[src/rtl/pbs_pkg.sv]
package pbs_pkg;
  localparam int ADDR_W   = 16;
  localparam int DATA_W   = 8;
  localparam int FLASH_N  = 8;
  localparam int EEP_N    = 4;
  localparam int PAGE_W   = 2;
  localparam int PAGED_FL = 3;  // pages carrying flash pairs

  localparam int SWAP_BIT   = 7;
  localparam int UNLOCK_BIT = 6;

  localparam logic [ADDR_W-1:0] CTL_BASE = 16'h8A00;

  typedef struct packed {
    logic             swap;
    logic             unlock;
    logic [PAGE_W-1:0] page;
  } pgreg_t;

  typedef struct packed {
    logic [FLASH_N-1:0] flash;
    logic [EEP_N-1:0]   eep;
    logic               sram;
    logic               ctl;
    logic               ext;
  } sel_t;
endpackage

[src/rtl/pbs_page_reg.sv]
module pbs_page_reg
  import pbs_pkg::*;
(
  input  logic              clk,
  input  logic              rst_n,
  input  logic              wr_en,
  input  logic [DATA_W-1:0] wdata,
  output pgreg_t            q
);
  logic [1:0] rst_sync;
  logic       rst_ok;
  pgreg_t     q_nxt;

  always_ff @(posedge clk or negedge rst_n) begin
    if (!rst_n) rst_sync <= 2'b00;
    else        rst_sync <= {rst_sync[0], 1'b1};
  end
  assign rst_ok = rst_sync[1];

  always_comb begin
    q_nxt = q;
    if (wr_en) begin
      q_nxt.swap   = wdata[SWAP_BIT];
      q_nxt.unlock = wdata[UNLOCK_BIT];
      q_nxt.page   = wdata[PAGE_W-1:0];
    end
  end

  always_ff @(posedge clk or negedge rst_ok) begin
    if (!rst_ok) q <= '0;
    else         q <= q_nxt;
  end

  // a write lands in the register on the next edge
  a_r2_load: assert property (@(posedge clk) disable iff (!rst_ok)
    wr_en |=> (q.swap == $past(wdata[SWAP_BIT])) && (q.page == $past(wdata[PAGE_W-1:0])));
  // without a write the register holds
  a_r2_hold: assert property (@(posedge clk) disable iff (!rst_ok)
    !wr_en |=> $stable(q));
endmodule

[src/rtl/pbs_region_dec.sv]
module pbs_region_dec
  import pbs_pkg::*;
(
  input  logic [ADDR_W-1:0] addr,
  input  pgreg_t            pg,
  output sel_t              raw
);
  logic [PAGED_FL-1:0] lo_hit, hi_hit;
  logic                lower, pg3;

  assign lower = !addr[ADDR_W-1];
  assign pg3   = (pg.page == 2'd3);

  for (genvar p = 0; p < PAGED_FL; p++) begin : g_paged
    assign lo_hit[p] = lower && !addr[ADDR_W-2] && (pg.page == PAGE_W'(p));
    assign hi_hit[p] = lower &&  addr[ADDR_W-2] && (pg.page == PAGE_W'(p));
  end

  always_comb begin
    raw = '0;
    raw.flash[0] = (addr >= 16'h9000) && (addr <= 16'hBFFF);
    for (int p = 0; p < PAGED_FL; p++) begin
      raw.flash[2*p+1] = lo_hit[p];
      raw.flash[2*p+2] = hi_hit[p];
    end
    raw.flash[7] = pg.swap ? (addr[15:14] == 2'b11)
                           : (pg3 && addr[15:14] == 2'b01);
    raw.eep[0] = pg.swap ? (pg.unlock && pg3 && addr[15:13] == 3'b010)
                         : (addr[15:13] == 3'b110);
    raw.eep[1] = pg.swap ? (pg.unlock && pg3 && addr[15:13] == 3'b011)
                         : (addr[15:13] == 3'b111);
    raw.eep[2] = pg3 && addr[15:13] == 3'b000;
    raw.eep[3] = pg3 && addr[15:13] == 3'b001;
    raw.sram   = (addr >= 16'h8200) && (addr <= 16'h89FF);
    raw.ctl    = addr[15:8] == CTL_BASE[15:8];
    raw.ext    = addr[15:10] == 6'b100011;
  end
endmodule

[src/rtl/pbs_prio_mask.sv]
module pbs_prio_mask
  import pbs_pkg::*;
(
  input  logic clk,
  input  logic rst_n,
  input  sel_t raw,
  output sel_t sel
);
  logic tier1, tier2;

  assign tier1 = raw.sram | raw.ctl | raw.ext;
  assign tier2 = |raw.eep;

  always_comb begin
    sel       = raw;
    sel.eep   = tier1 ? '0 : raw.eep;
    sel.flash = (tier1 || tier2) ? '0 : raw.flash;
  end

  // a flash select never coexists with a higher tier request
  a_r8_tiers: assert property (@(posedge clk) disable iff (!rst_n)
    (|sel.flash) |-> !(|raw.eep) && !raw.sram && !raw.ctl && !raw.ext);
endmodule

[src/rtl/pbs_decoder.sv]
module pbs_decoder
  import pbs_pkg::*;
#(
  parameter logic [7:0] PGREG_OFS = 8'h00
) (
  input  logic        clk,
  input  logic        rst_n,
  input  logic [15:0] addr,
  input  logic        wr_stb,
  input  logic [7:0]  wr_data,
  output logic [7:0]  rd_data,
  output logic [7:0]  flash_sel,
  output logic [3:0]  eep_sel,
  output logic        sram_sel,
  output logic        ctl_sel,
  output logic        ext_sel_n
);
  localparam logic [ADDR_W-1:0] PGREG_ADDR = CTL_BASE | {8'h00, PGREG_OFS};

  pgreg_t pg;
  sel_t   raw, sel;
  logic   reg_hit;

  assign reg_hit = (addr == PGREG_ADDR);

  pbs_page_reg u_reg (
    .clk(clk), .rst_n(rst_n), .wr_en(wr_stb && reg_hit), .wdata(wr_data), .q(pg)
  );
  pbs_region_dec u_dec (.addr(addr), .pg(pg), .raw(raw));
  pbs_prio_mask  u_mask (.clk(clk), .rst_n(rst_n), .raw(raw), .sel(sel));

  assign rd_data   = reg_hit ? {pg.swap, pg.unlock, 4'b0000, pg.page} : 8'h00;
  assign flash_sel = sel.flash;
  assign eep_sel   = sel.eep;
  assign sram_sel  = sel.sram;
  assign ctl_sel   = sel.ctl;
  assign ext_sel_n = !sel.ext;

  // internal selects are one-hot or idle
  a_r8_onehot: assert property (@(posedge clk) disable iff (!rst_n)
    $onehot0({flash_sel, eep_sel, sram_sel, ctl_sel}));
  // boot code in page 3 is reachable only when unlocked
  a_r6_unlock_guard: assert property (@(posedge clk) disable iff (!rst_n)
    (pg.swap && (|eep_sel[1:0])) |-> (pg.unlock && pg.page == 2'd3));
  // with swap clear the reset vector comes from boot EEPROM
  a_r5_reset_vector: assert property (@(posedge clk) disable iff (!rst_n)
    (!pg.swap && addr == 16'hFFFE) |-> eep_sel[1]);
  // the external select excludes the internal ones
  a_r3_ext_alone: assert property (@(posedge clk) disable iff (!rst_n)
    !ext_sel_n |-> !(|{flash_sel, eep_sel, sram_sel, ctl_sel}));
endmodule

[config.mk]
export PLATFORM = sky130hd
export DESIGN_NAME = pbs_decoder
export DESIGN_NICKNAME = d
export VERILOG_FILES = /design/src/rtl/pbs_pkg.sv /design/src/rtl/pbs_page_reg.sv /design/src/rtl/pbs_region_dec.sv /design/src/rtl/pbs_prio_mask.sv /design/src/rtl/pbs_decoder.sv
export SDC_FILE = /design/constraint.sdc
export NUM_CORES = 1
export LEC_CHECK = 0
export ABC_AREA = 1
export BUFFER_PORTS_ARGS = -buffer_cell sky130_fd_sc_hd__buf_2
export CORE_MARGIN = 2
export CORE_UTILIZATION = 44
export CTS_CLUSTER_SIZE = 25
export DETAILED_ROUTE_END_ITERATION = 10
export PLACE_DENSITY = 0.88
export SYNTH_ARGS = -nofsm -noshare
export SYNTH_HDL_FRONTEND = slang
export SYNTH_HIERARCHICAL = 1
export SYNTH_SLANG_ARGS = --single-unit
[constraint.sdc]
create_clock -name clk -period 2.25 [get_ports clk]
set_input_delay 0.225 -clock clk [delete_from_list [all_inputs] [get_ports clk]]
set_output_delay 0.225 -clock clk [all_outputs]
set_load 0.01 [all_outputs]
==> reports/results.ini, run 1 <==
[run_status]
status=complete, no violations

[setup_path]
crit_buf_inv=1
required_ps=2030
critPathSlowestCell=dfrtp_1
start_kind=flip-flop
critPathKind=flip-flop to output port
cp_cell_sequence=nand2_1, nor3_1, nor2_1, nand2_2, nor3_1, buf_2
cpPeakStageDelay_ps=480
cp_max_fo=9
path_common_cell=nor3_1
end_kind=output port
worstPathArrival_ps=1610
crit_family=simple AND/OR/NAND/NOR gates

[placed_design]
portBuffers=41
place.gp.congestion=0.8088
dp_hpwl_mm=1.365

[clocking]
cts.root.buffer_cell=clkbuf_4
clk_pin_slew_ps=40
clk_latency_ps=240
post_cts_resized=0
htreeDepth=1
cts_sinks=6
cts_tree=yes
cts_buffers=3
ctsLongestPathBuffers=2
cts_setup_buffers=0

[yosys]
yosysUniqueCellTypes=15
synth_top_area_cell=dfrtp_1
syn_avg_cell_area_um2=5.517
synth_edf_count=0
yosysSeqAreaShare=0.2062
synthesis.area_um2=728.2
netlist.area_leader.share=0.2062
yosys_warnings=6
synth_most_common_cell=nand2_1
netlist_instances=132
netlist_top_cells_area=dfrtp_1, nand2_1, inv_1
synth_ff_type=dfrtp_1
yosys-top-cells-count=nand2_1, inv_1, nor2_1
ys_ff_latch=6
ys_async_sr_fraction=1.000

[die]
design.core.area_mm2=0.001524
dieArea_mm2=0.001996
die_h_um=44.68
initial_core_util=0.4778
rows=14
die_w_um=44.68
io_pins=50

[power]
leakage_nw=0.5201
ir_drop_v=0.0002472
power_mw=0.2758
p_per_area_mw_per_mm2=295.4

[worst_hold_path]
holdCritPathClass=flip-flop to asynchronous set/reset pin

[sta]
fin_crit_ps=1839
rsz0062_at_grt=false
setup_viol=0
max_freq_mhz=543.7
final_max_slew_viol_count=0
setup_tns_ps=0
finClkSkew_ps=0.8259
hold_viol_final=0
fin_crit_sh=0.8175

[global_route]
grt_pass1_vias=750
busiest_layer=met2
met2_usage=0.3304
use_met3=0.01224
grt_max_degree=13
grt_usage=0.1783
grt-ovfl-total=0
antenna_found_initial=0
grt_pass1_wl_mm=2.739
met1_usage=0.2080

[routing]
remaining_drc_errors=0
vias=830
postRouteAntennaNets=0
first_iter_violations=11
wl_mm=1.591
via_per_inst=4.415
dr.pass1.iters=4
wl_per_cell_um=8.463

[job]
drv_cap=0

[finish]
nNetsFinal=201
syn_to_final_growth_pct=28.18
drive_gt1_frac=0.3256
antenna_cells=0

where the power goes:
group	internal [mW]	leakage, nW	switching [mW]
registers	0.110	0.0792	0.00149
clock network	0.0601	0.0138	0.0354
logic	0.0291	0.427	0.0395
cells in the final DEF (no fill, tap or decap):
| master | count |
|---|---|
| buf_2 | 41 |
| clkbuf_4 | 3 |
| conb_1 | 5 |
| dfrtp_1 | 6 |
| dlygate4sd3_1 | 1 |
| inv_1 | 29 |
| inv_2 | 1 |
| nand2_1 | 31 |
| nand2_2 | 3 |
| nand3_1 | 2 |
| nand3b_1 | 1 |
| nor2_1 | 29 |
| nor2_2 | 2 |
| nor3_1 | 11 |
| nor3_2 | 6 |
| o21ai_0 | 1 |
cell type report:
class,instances,area (µm²)
well taps,16,20.02
multi-input cells,91,412.9
flip-flops and latches,6,150.1
clock buffers,3,22.52
repair buffers,42,215.2
inverters,30,112.6
fillers,159,590.6
sequential cells by signal (all words and copies together), names as in the netlist:
signal          flops
u_reg/rst_sync      2
u_reg/q             4
path summary, 6_finish.rpt:
check                                  startpoint                end  slack [ps]  cells after the start
worst max-delay path                   u_reg/q[1]       flash_sel[7]         410                      6
worst max register to register         u_reg/q[1]         u_reg/q[1]        1500                      2
worst min register to register  u_reg/rst_sync[1]         u_reg/q[0]          50                      0
worst min-delay path            u_reg/rst_sync[1]         u_reg/q[0]          50                      0
min in group clk                       wr_data[0]         u_reg/q[0]         190                      3
max in group asynchronous                   rst_n  u_reg/rst_sync[1]        1850                      2
worst register-to-register path, stage by stage, from the launching register on:
cell	delay, ps
dfrtp_1	460
nand2_1	110
nand2_1	60
timing repair:
action | 4_1_cts | 5_1_grt
setup endpoints to repair | 0 | 0
endpoints found under the hold margin | 2 | 0
hold buffers | 1 | 0
metrics by stage:
step           hold WS, ps  std cells    util  worst slack, ps  cell area, µm²
6_report             54.89        188  0.6125            410.7           933.4
4_1_cts              63.92        188  0.6125            392.6           933.4
2_1_floorplan       -70.59        135       -            812.8           739.5
5_1_grt              70.54        188  0.6125            202.7           933.4
3_5_place_dp         14.03        184  0.5911            656.9           900.9
3_3_place_gp         11.65        184  0.5911            708.9           900.9
layer usage:
layer,vias up,routed length [µm]
met2,26,780
met5,-,0
met1,347,701
met4,0,0
li1,457,-
met3,0,108
cell families after synthesis:
kind of cell / synth area share
other: 0.01031
buffers and inverters: 0.2423
and+or+nand+nor: 0.5344
DFF: 0.2062
AOI/OAI and AO/OA: 0.006866
(Power assumes the default switching activity.)
==> run 2, diff against run 1 <==
CORE_UTILIZATION = 41   (was 44)
PLACE_DENSITY = 0.83   (was 0.88)
clock period = 1.9 ns   (was 2.25 ns; I/O delays follow)
==> run 2 against run 1 <==
Net effect:
- sequential share of layout area fell by 0.38 points
- highest routed layer unchanged
- largest cell class unchanged
- clock power increased by 16%
- die area grew 6.7%
- first-iteration DRC count shrank 9.1%
- combinational power increased by 19%
- routed wire length rose by 1.6%
- via count rose by 1.3%
- flip-flop and latch count stayed put
- critical path type unchanged
- cell count increased by 2.7%
==> reports/results.ini, run 2 (same netlist as run 1, synthesis figures left out) <==
[finish]
fin_util=0.5756  ; -0.03692
layout_commonest_cell=buf_2
nFillCells=170  ; +6.9%
largest_register=u_reg/q
syn_to_final_growth_pct=33.51
antenna_cells=0  ; unchanged
largest_register_ffs=4  ; unchanged
final_cell_mix=buf_2, nand2_1, inv_1, nor2_1, nor3_1
top_regs=u_reg/q (4), u_reg/rst_sync (2)
nNetsFinal=205  ; +2.0%
drive_gt1_frac=0.3580  ; +0.03237

[clocking]
clk_latency_ps=230  ; about the same
cts.root.buffer_cell=clkbuf_4
ctsLongestPathBuffers=2  ; unchanged
clk_pin_slew_ps=40  ; about the same
htreeDepth=1  ; unchanged
cts_tree=yes
cts_sinks=6  ; unchanged
cts_buffers=3  ; unchanged

[global_route]
met1_usage=0.1862  ; -0.02186
use_met3=0.02353  ; +0.01128
met2_usage=0.2861  ; -0.04432
grt-ovfl-total=0  ; unchanged
busiest_layer=met2
grt_max_degree=13  ; unchanged
grt_pass1_wl_mm=2.470  ; -9.8%
grt_pass1_vias=661  ; -12%
grt_usage=0.1551  ; -0.02316
antenna_found_initial=0  ; unchanged

[setup_path]
rr_worst_depth=3  ; +1
critPathKind=flip-flop to output port
cp_cell_sequence=nand3_1, nand2_1, nand2_1, nor2_1, nor2_1, nand2_2, nor3_1, buf_2
critPathSlowestCell=dfrtp_2
required_ps=1710  ; -320 ps
start_kind=flip-flop
crit_family=simple AND/OR/NAND/NOR gates
cp_num_cells=8  ; +2
end_kind=output port
crit_buf_inv=1  ; unchanged
worstPathArrival_ps=1530  ; -80 ps
cpPeakStageDelay_ps=440  ; -40 ps
cp_max_fo=8  ; -1

[routing]
wl_per_cell_um=8.373  ; -1.1%
via_per_inst=4.358  ; -1.3%
first_iter_violations=10  ; -1
vias=841  ; +1.3%
remaining_drc_errors=0  ; unchanged
dr.pass1.iters=5  ; +1
postRouteAntennaNets=0  ; unchanged
wl_mm=1.616  ; +1.6%

[placed_design]
place.gp.congestion=0.7993  ; -1.2%
portBuffers=41  ; unchanged
dp_slack_ps=346.7  ; -310.3 ps
dp_hpwl_mm=1.317  ; -3.5%

[die]
design.core.area_mm2=0.001689  ; +11%
die_w_um=46.15  ; +3.3%
rows=15  ; +1
initial_core_util=0.4311  ; -0.04672
die_h_um=46.15  ; +3.3%
io_pins=50  ; unchanged
dieArea_mm2=0.002129  ; +6.7%

[power]
ir_drop_v=0.0002539  ; +2.7%
p_per_area_mw_per_mm2=334.2  ; +13%
leakage_nw=0.5389  ; +3.6%

[sta]
finClkSkew_ps=0.4865  ; -0.3394 ps
max_freq_mhz=580.8
fin_crit_ps=1722
final_max_slew_viol_count=0  ; unchanged
setup_viol=0  ; unchanged
fin_crit_sh=0.9063
timing.final.ws_setup_ps=178.1  ; -232.6 ps
hold_viol_final=0  ; unchanged

[run_status]
status=complete, no violations

[job]
drv_cap=0  ; unchanged

[worst_hold_path]
holdCritPathClass=flip-flop to asynchronous set/reset pin

run 2: cell count changes in the layout (fill, tap and decap cells not counted), sizes merged:
cell and change:
buf +4
run 2: final cells by class:
type | instances | area, µm² | area share
Inverter | 30 | 112.6 | 0.1158
Multi-Input combinational cell | 91 | 417.9 | 0.4299
Sequential cell | 6 | 152.6 | 0.1570
Timing Repair Buffer | 46 | 245.2 | 0.2523
Clock buffer | 3 | 22.52 | 0.02317
Tap cell | 17 | 21.27 | 0.02188
run 2: final timing paths:
| check | slack (ps) | startpoint | to |
|---|---|---|---|
| worst max-delay path | 180 | u_reg/q[0] | flash_sel[0] |
| worst min-delay path | 50 | u_reg/rst_sync[1] | u_reg/q[1] |
| worst max register to register | 1100 | u_reg/q[0] | u_reg/q[0] |
| worst min register to register | 50 | u_reg/rst_sync[1] | u_reg/q[1] |
| max in group asynchronous | 1540 | rst_n | u_reg/rst_sync[1] |
| min in group clk | 160 | wr_data[0] | u_reg/q[0] |
run 2: report_power, final:
part           internal (mW)  switching [mW]
clock network         0.0710          0.0400
registers              0.130         0.00168
logic                 0.0346          0.0471
run 2: metrics by stage:
| stage | total power [mW] | std cells | area, µm² | TNS (ps) | hold WS [ps] |
|---|---|---|---|---|---|
| after detailed placement | 0.2136 | 185 | 902.1 | 0 | -23.61 |
| after CTS | 0.3294 | 189 | 934.6 | 0 | 61.58 |
| after global placement | 0.2106 | 185 | 902.1 | 0 | -23.48 |
| final | 0.3249 | 193 | 972.2 | 0 | 54.14 |
| after floorplan | 0.1836 | 135 | 739.5 | 0 | -105.6 |
| after global routing | 0.3515 | 193 | 972.2 | -9.320 | 66.20 |
run 2: metal layers:
layer | share of wire | wire length (µm)
met1 | 0.44 | 713
met2 | 0.50 | 812
met3 | 0.055 | 89
met4 | 0 | 0
met5 | 0 | 0
run 2: what timing repair did:
| action | in CTS | in global routing |
|---|---|---|
| buffers inserted | 0 | 4 |
| endpoints found under the hold margin | 2 | 0 |
| endpoints found under the setup margin | 0 | 8 |
| resized for setup | 0 | 3 |
| hold buffers | 1 | 0 |
==> run 3, diff against run 2 <==
ABC_AREA = not set   (was 1)
CORE_UTILIZATION = 39   (was 41)
PLACE_DENSITY = 0.82   (was 0.83)
==> run 3 against run 2 <==
Net effect:
- die area is 2.6% lower
- critical endpoint is now flash_sel[1]
- sequential power barely moved
- clock power up 4%
- routed wire length down 3.7%
- utilization fell by 2.8 points
- power grew 0.40%
- critical path type unchanged
- global-route usage grew 0.76 points
- synthesized cell count decreased by 42%
- clock-buffer cell count unchanged
- first-iteration DRC count decreased by 20%
- sequential share of layout area is 1.1 points higher
- clock skew up 1.7 ps
==> reports/results.ini, run 3 <==
[power]
power_frac_clock=0.352  ; +0.010
swShare=0.2628  ; -0.01035
p_per_area_mw_per_mm2=356.7  ; +6.7%
leakage_nw=0.5210  ; -3.3%
intPower_mw=0.2405  ; +1.8%
p_sw_mw=0.08571  ; -3.4%
pwr-share-seq=0.405  ; -0.002
comb_power_share=0.242  ; -0.009
ir_drop_v=0.0003525  ; +39%

[yosys]
yosysSeqAreaShare=0.2230  ; +0.01686
yosysUniqueCellTypes=29  ; +14
synthesis.area_um2=673.1  ; -7.6%
netlist_top_cells_area=dfrtp_1, buf_4, and3_1
netlist_instances=77  ; -42%
yosys-top-cells-count=and3_1, and2_1, buf_4
synth_edf_count=0  ; unchanged
ys_async_sr_fraction=1.000  ; unchanged
synth_most_common_cell=and3_1
synth_top_area_cell=dfrtp_1
synth_ff_type=dfrtp_1
ys_ff_latch=6  ; unchanged
netlist.area_leader.share=0.2230  ; +0.01686
yosys_warnings=6  ; unchanged
syn_avg_cell_area_um2=8.742  ; +58%

[finish]
largest_register_ffs=4  ; unchanged
nFillCells=171  ; +0.59%
seq_area_um2=153.9  ; +0.82%
nNetsFinal=148  ; -28%
finalNonFillerCells=136  ; -30%
final_cell_mix=buf_2, and3_1, and2_1, conb_1
drive_gt1_frac=0.5462  ; +0.1883
top_regs=u_reg/q (4), u_reg/rst_sync (2)
syn_to_final_growth_pct=35.87
multi_input_area_um2=467.9  ; +12%
antenna_cells=0  ; unchanged
largest_register=u_reg/q
layout_commonest_cell=buf_2
fin_util=0.5476  ; -0.02799
final_area_um2=914.6  ; -5.9%

[sta]
fin_crit_ps=1781  ; +58.84 ps
setup_viol=0  ; unchanged
hold_viol_final=0  ; unchanged
max_freq_mhz=561.6  ; -3.3%
finClkSkew_ps=2.225  ; +1.739 ps
fin_crit_sh=0.9372  ; +0.03097
timing.final.ws_setup_ps=119.2  ; -58.84 ps
rsz0062_at_grt=false
setup_tns_ps=0  ; unchanged
final_max_slew_viol_count=0  ; unchanged

[setup_path]
r2r_start=u_reg/q[3]
worst-r2r-setup-slack_ps=1060  ; -40 ps
worstPathArrival_ps=1590  ; +60 ps
required_ps=1710  ; about the same
endpoint=flash_sel[1]
critPathKind=flip-flop to output port
rr_worst_depth=1  ; -2
reg2reg_to=u_reg/q[3]
end_kind=output port
cp_max_fo=8  ; unchanged
start_kind=flip-flop
startpoint=u_reg/q[0]

[clocking]
cts_tree=yes
ctsLongestPathBuffers=2  ; unchanged
htreeDepth=1  ; unchanged
cts_sinks=6  ; unchanged
clk_latency_ps=240  ; about the same
cts.root.buffer_cell=clkbuf_4
clk_pin_slew_ps=40  ; about the same
cts_buffers=3  ; unchanged

[routing]
dr.pass1.iters=3  ; -2
wl_mm=1.556  ; -3.7%
postRouteAntennaNets=0  ; unchanged
first_iter_violations=8  ; -2
via_per_inst=5.103  ; +17%
wl_per_cell_um=11.44  ; +37%
vias=694  ; -17%
remaining_drc_errors=0  ; unchanged

[die]
die_h_um=45.55  ; -1.3%
initial_core_util=0.4030  ; -0.02811
rows=15  ; unchanged
io_pins=50  ; unchanged
die_w_um=45.55  ; -1.3%
design.core.area_mm2=0.001670  ; -1.1%
dieArea_mm2=0.002074  ; -2.6%

[global_route]
antenna_found_initial=0  ; unchanged
grt_pass1_wl_mm=2.435  ; -1.4%
grt_pass1_vias=602  ; -8.9%
grt-ovfl-total=0  ; unchanged
grt_max_degree=16  ; +3
grt_usage=0.1627  ; +0.007570

[worst_hold_path]
holdCritPathClass=flip-flop to asynchronous set/reset pin

[placed_design]
dp_slack_ps=173.1  ; -173.6 ps
portBuffers=41  ; unchanged
dp_hpwl_mm=1.221  ; -7.3%
placed_cells=129  ; -30%
post_dp_cell_area_um2=842.1  ; -6.7%
place.gp.congestion=0.7136  ; -11%

[run_status]
status=complete, no violations

[job]
drv_cap=0  ; unchanged

run 3: cell count changes after synthesis, moves of 3 or more:
| cell | previous run | this run |
|---|---|---|
| nand2_2 | 3 | 0 |
| nor3_1 | 11 | 4 |
| and2_1 | 0 | 8 |
| mux2_2 | 0 | 4 |
| nor2_1 | 29 | 4 |
| nand2_1 | 31 | 0 |
| and3_1 | 0 | 9 |
| nand2b_1 | 0 | 4 |
| nor3_2 | 6 | 1 |
| inv_1 | 29 | 1 |
| nor4_1 | 0 | 3 |
run 3: what timing repair did:
item | in CTS | in global routing
hold buffers | 1 | 0
hold endpoints to repair | 2 | 0
endpoints found under the setup margin | 8 | 8
buffers inserted | 0 | 3
pin swaps | 1 | 1
gates resized for setup | 3 | 3
run 3: power by group through the flow:
stage / sequential, mW / combinational [mW] / clock (mW)
4_1_cts: 0.132 / 0.0761 / 0.121
6_report: 0.132 / 0.0791 / 0.115
5_1_grt: 0.132 / 0.0892 / 0.128
3_3_place_gp: 0.134 / 0.0728 / 0
3_5_place_dp: 0.134 / 0.0748 / 0
2_1_floorplan: 0.134 / 0.0458 / 0
run 3: kinds of logic after synthesis:
| group | Yosys count | synth area share |
|---|---|---|
| and+or+nand+nor | 50 | 0.5502 |
| muxes | 4 | 0.06691 |
| buffers and inverters | 11 | 0.1189 |
| other | 2 | 0.01116 |
| AOI/OAI and AO/OA | 4 | 0.02974 |
| DFF | 6 | 0.2230 |
run 3: worst min-delay path by stage:
stage	endpoint	cells after the start	slack (ps)
after global placement	u_reg/rst_sync[0]	1	-30
after detailed placement	u_reg/rst_sync[0]	1	-20
after global routing	u_reg/q[2]	0	70
final	u_reg/q[0]	0	50
after CTS	u_reg/q[0]	0	60
after floorplan	u_reg/rst_sync[0]	0	-110
run 3: cell type report:
| type | count | share of cell area |
|---|---|---|
| repair buffers | 46 | 0.2681 |
| clock buffers | 3 | 0.02462 |
| inverters | 1 | 0.004104 |
| flip-flops and latches | 6 | 0.1683 |
| multi-input cells | 63 | 0.5116 |
| well taps | 17 | 0.02326 |
run 3: metal layers:
metal  track usage  wire length [µm]  vias to the layer above
li1              -                 -                      354
met1        0.1825               656                      322
met2        0.2901               842                       18
met3       0.02778                57                        0
met4       0.08235                 0                        0
met5             0                 0                        -
run 3: critical path, stage by stage, from the launching register on:
cell and delay [ps]:
dfrtp_2 440, nand3b_4 130, o21ai_2 90, nor4_4 240, buf_4 180, and3_1 150
buf_2 120
run 3: per-stage QoR:
step / power [mW] / hold slack [ps]
final: 0.3262 / 51.90
after global routing: 0.3494 / 67.04
after CTS: 0.3293 / 58.82
after detailed placement: 0.2090 / -22.29
after global placement: 0.2069 / -25.47
after floorplan: 0.1796 / -105.6
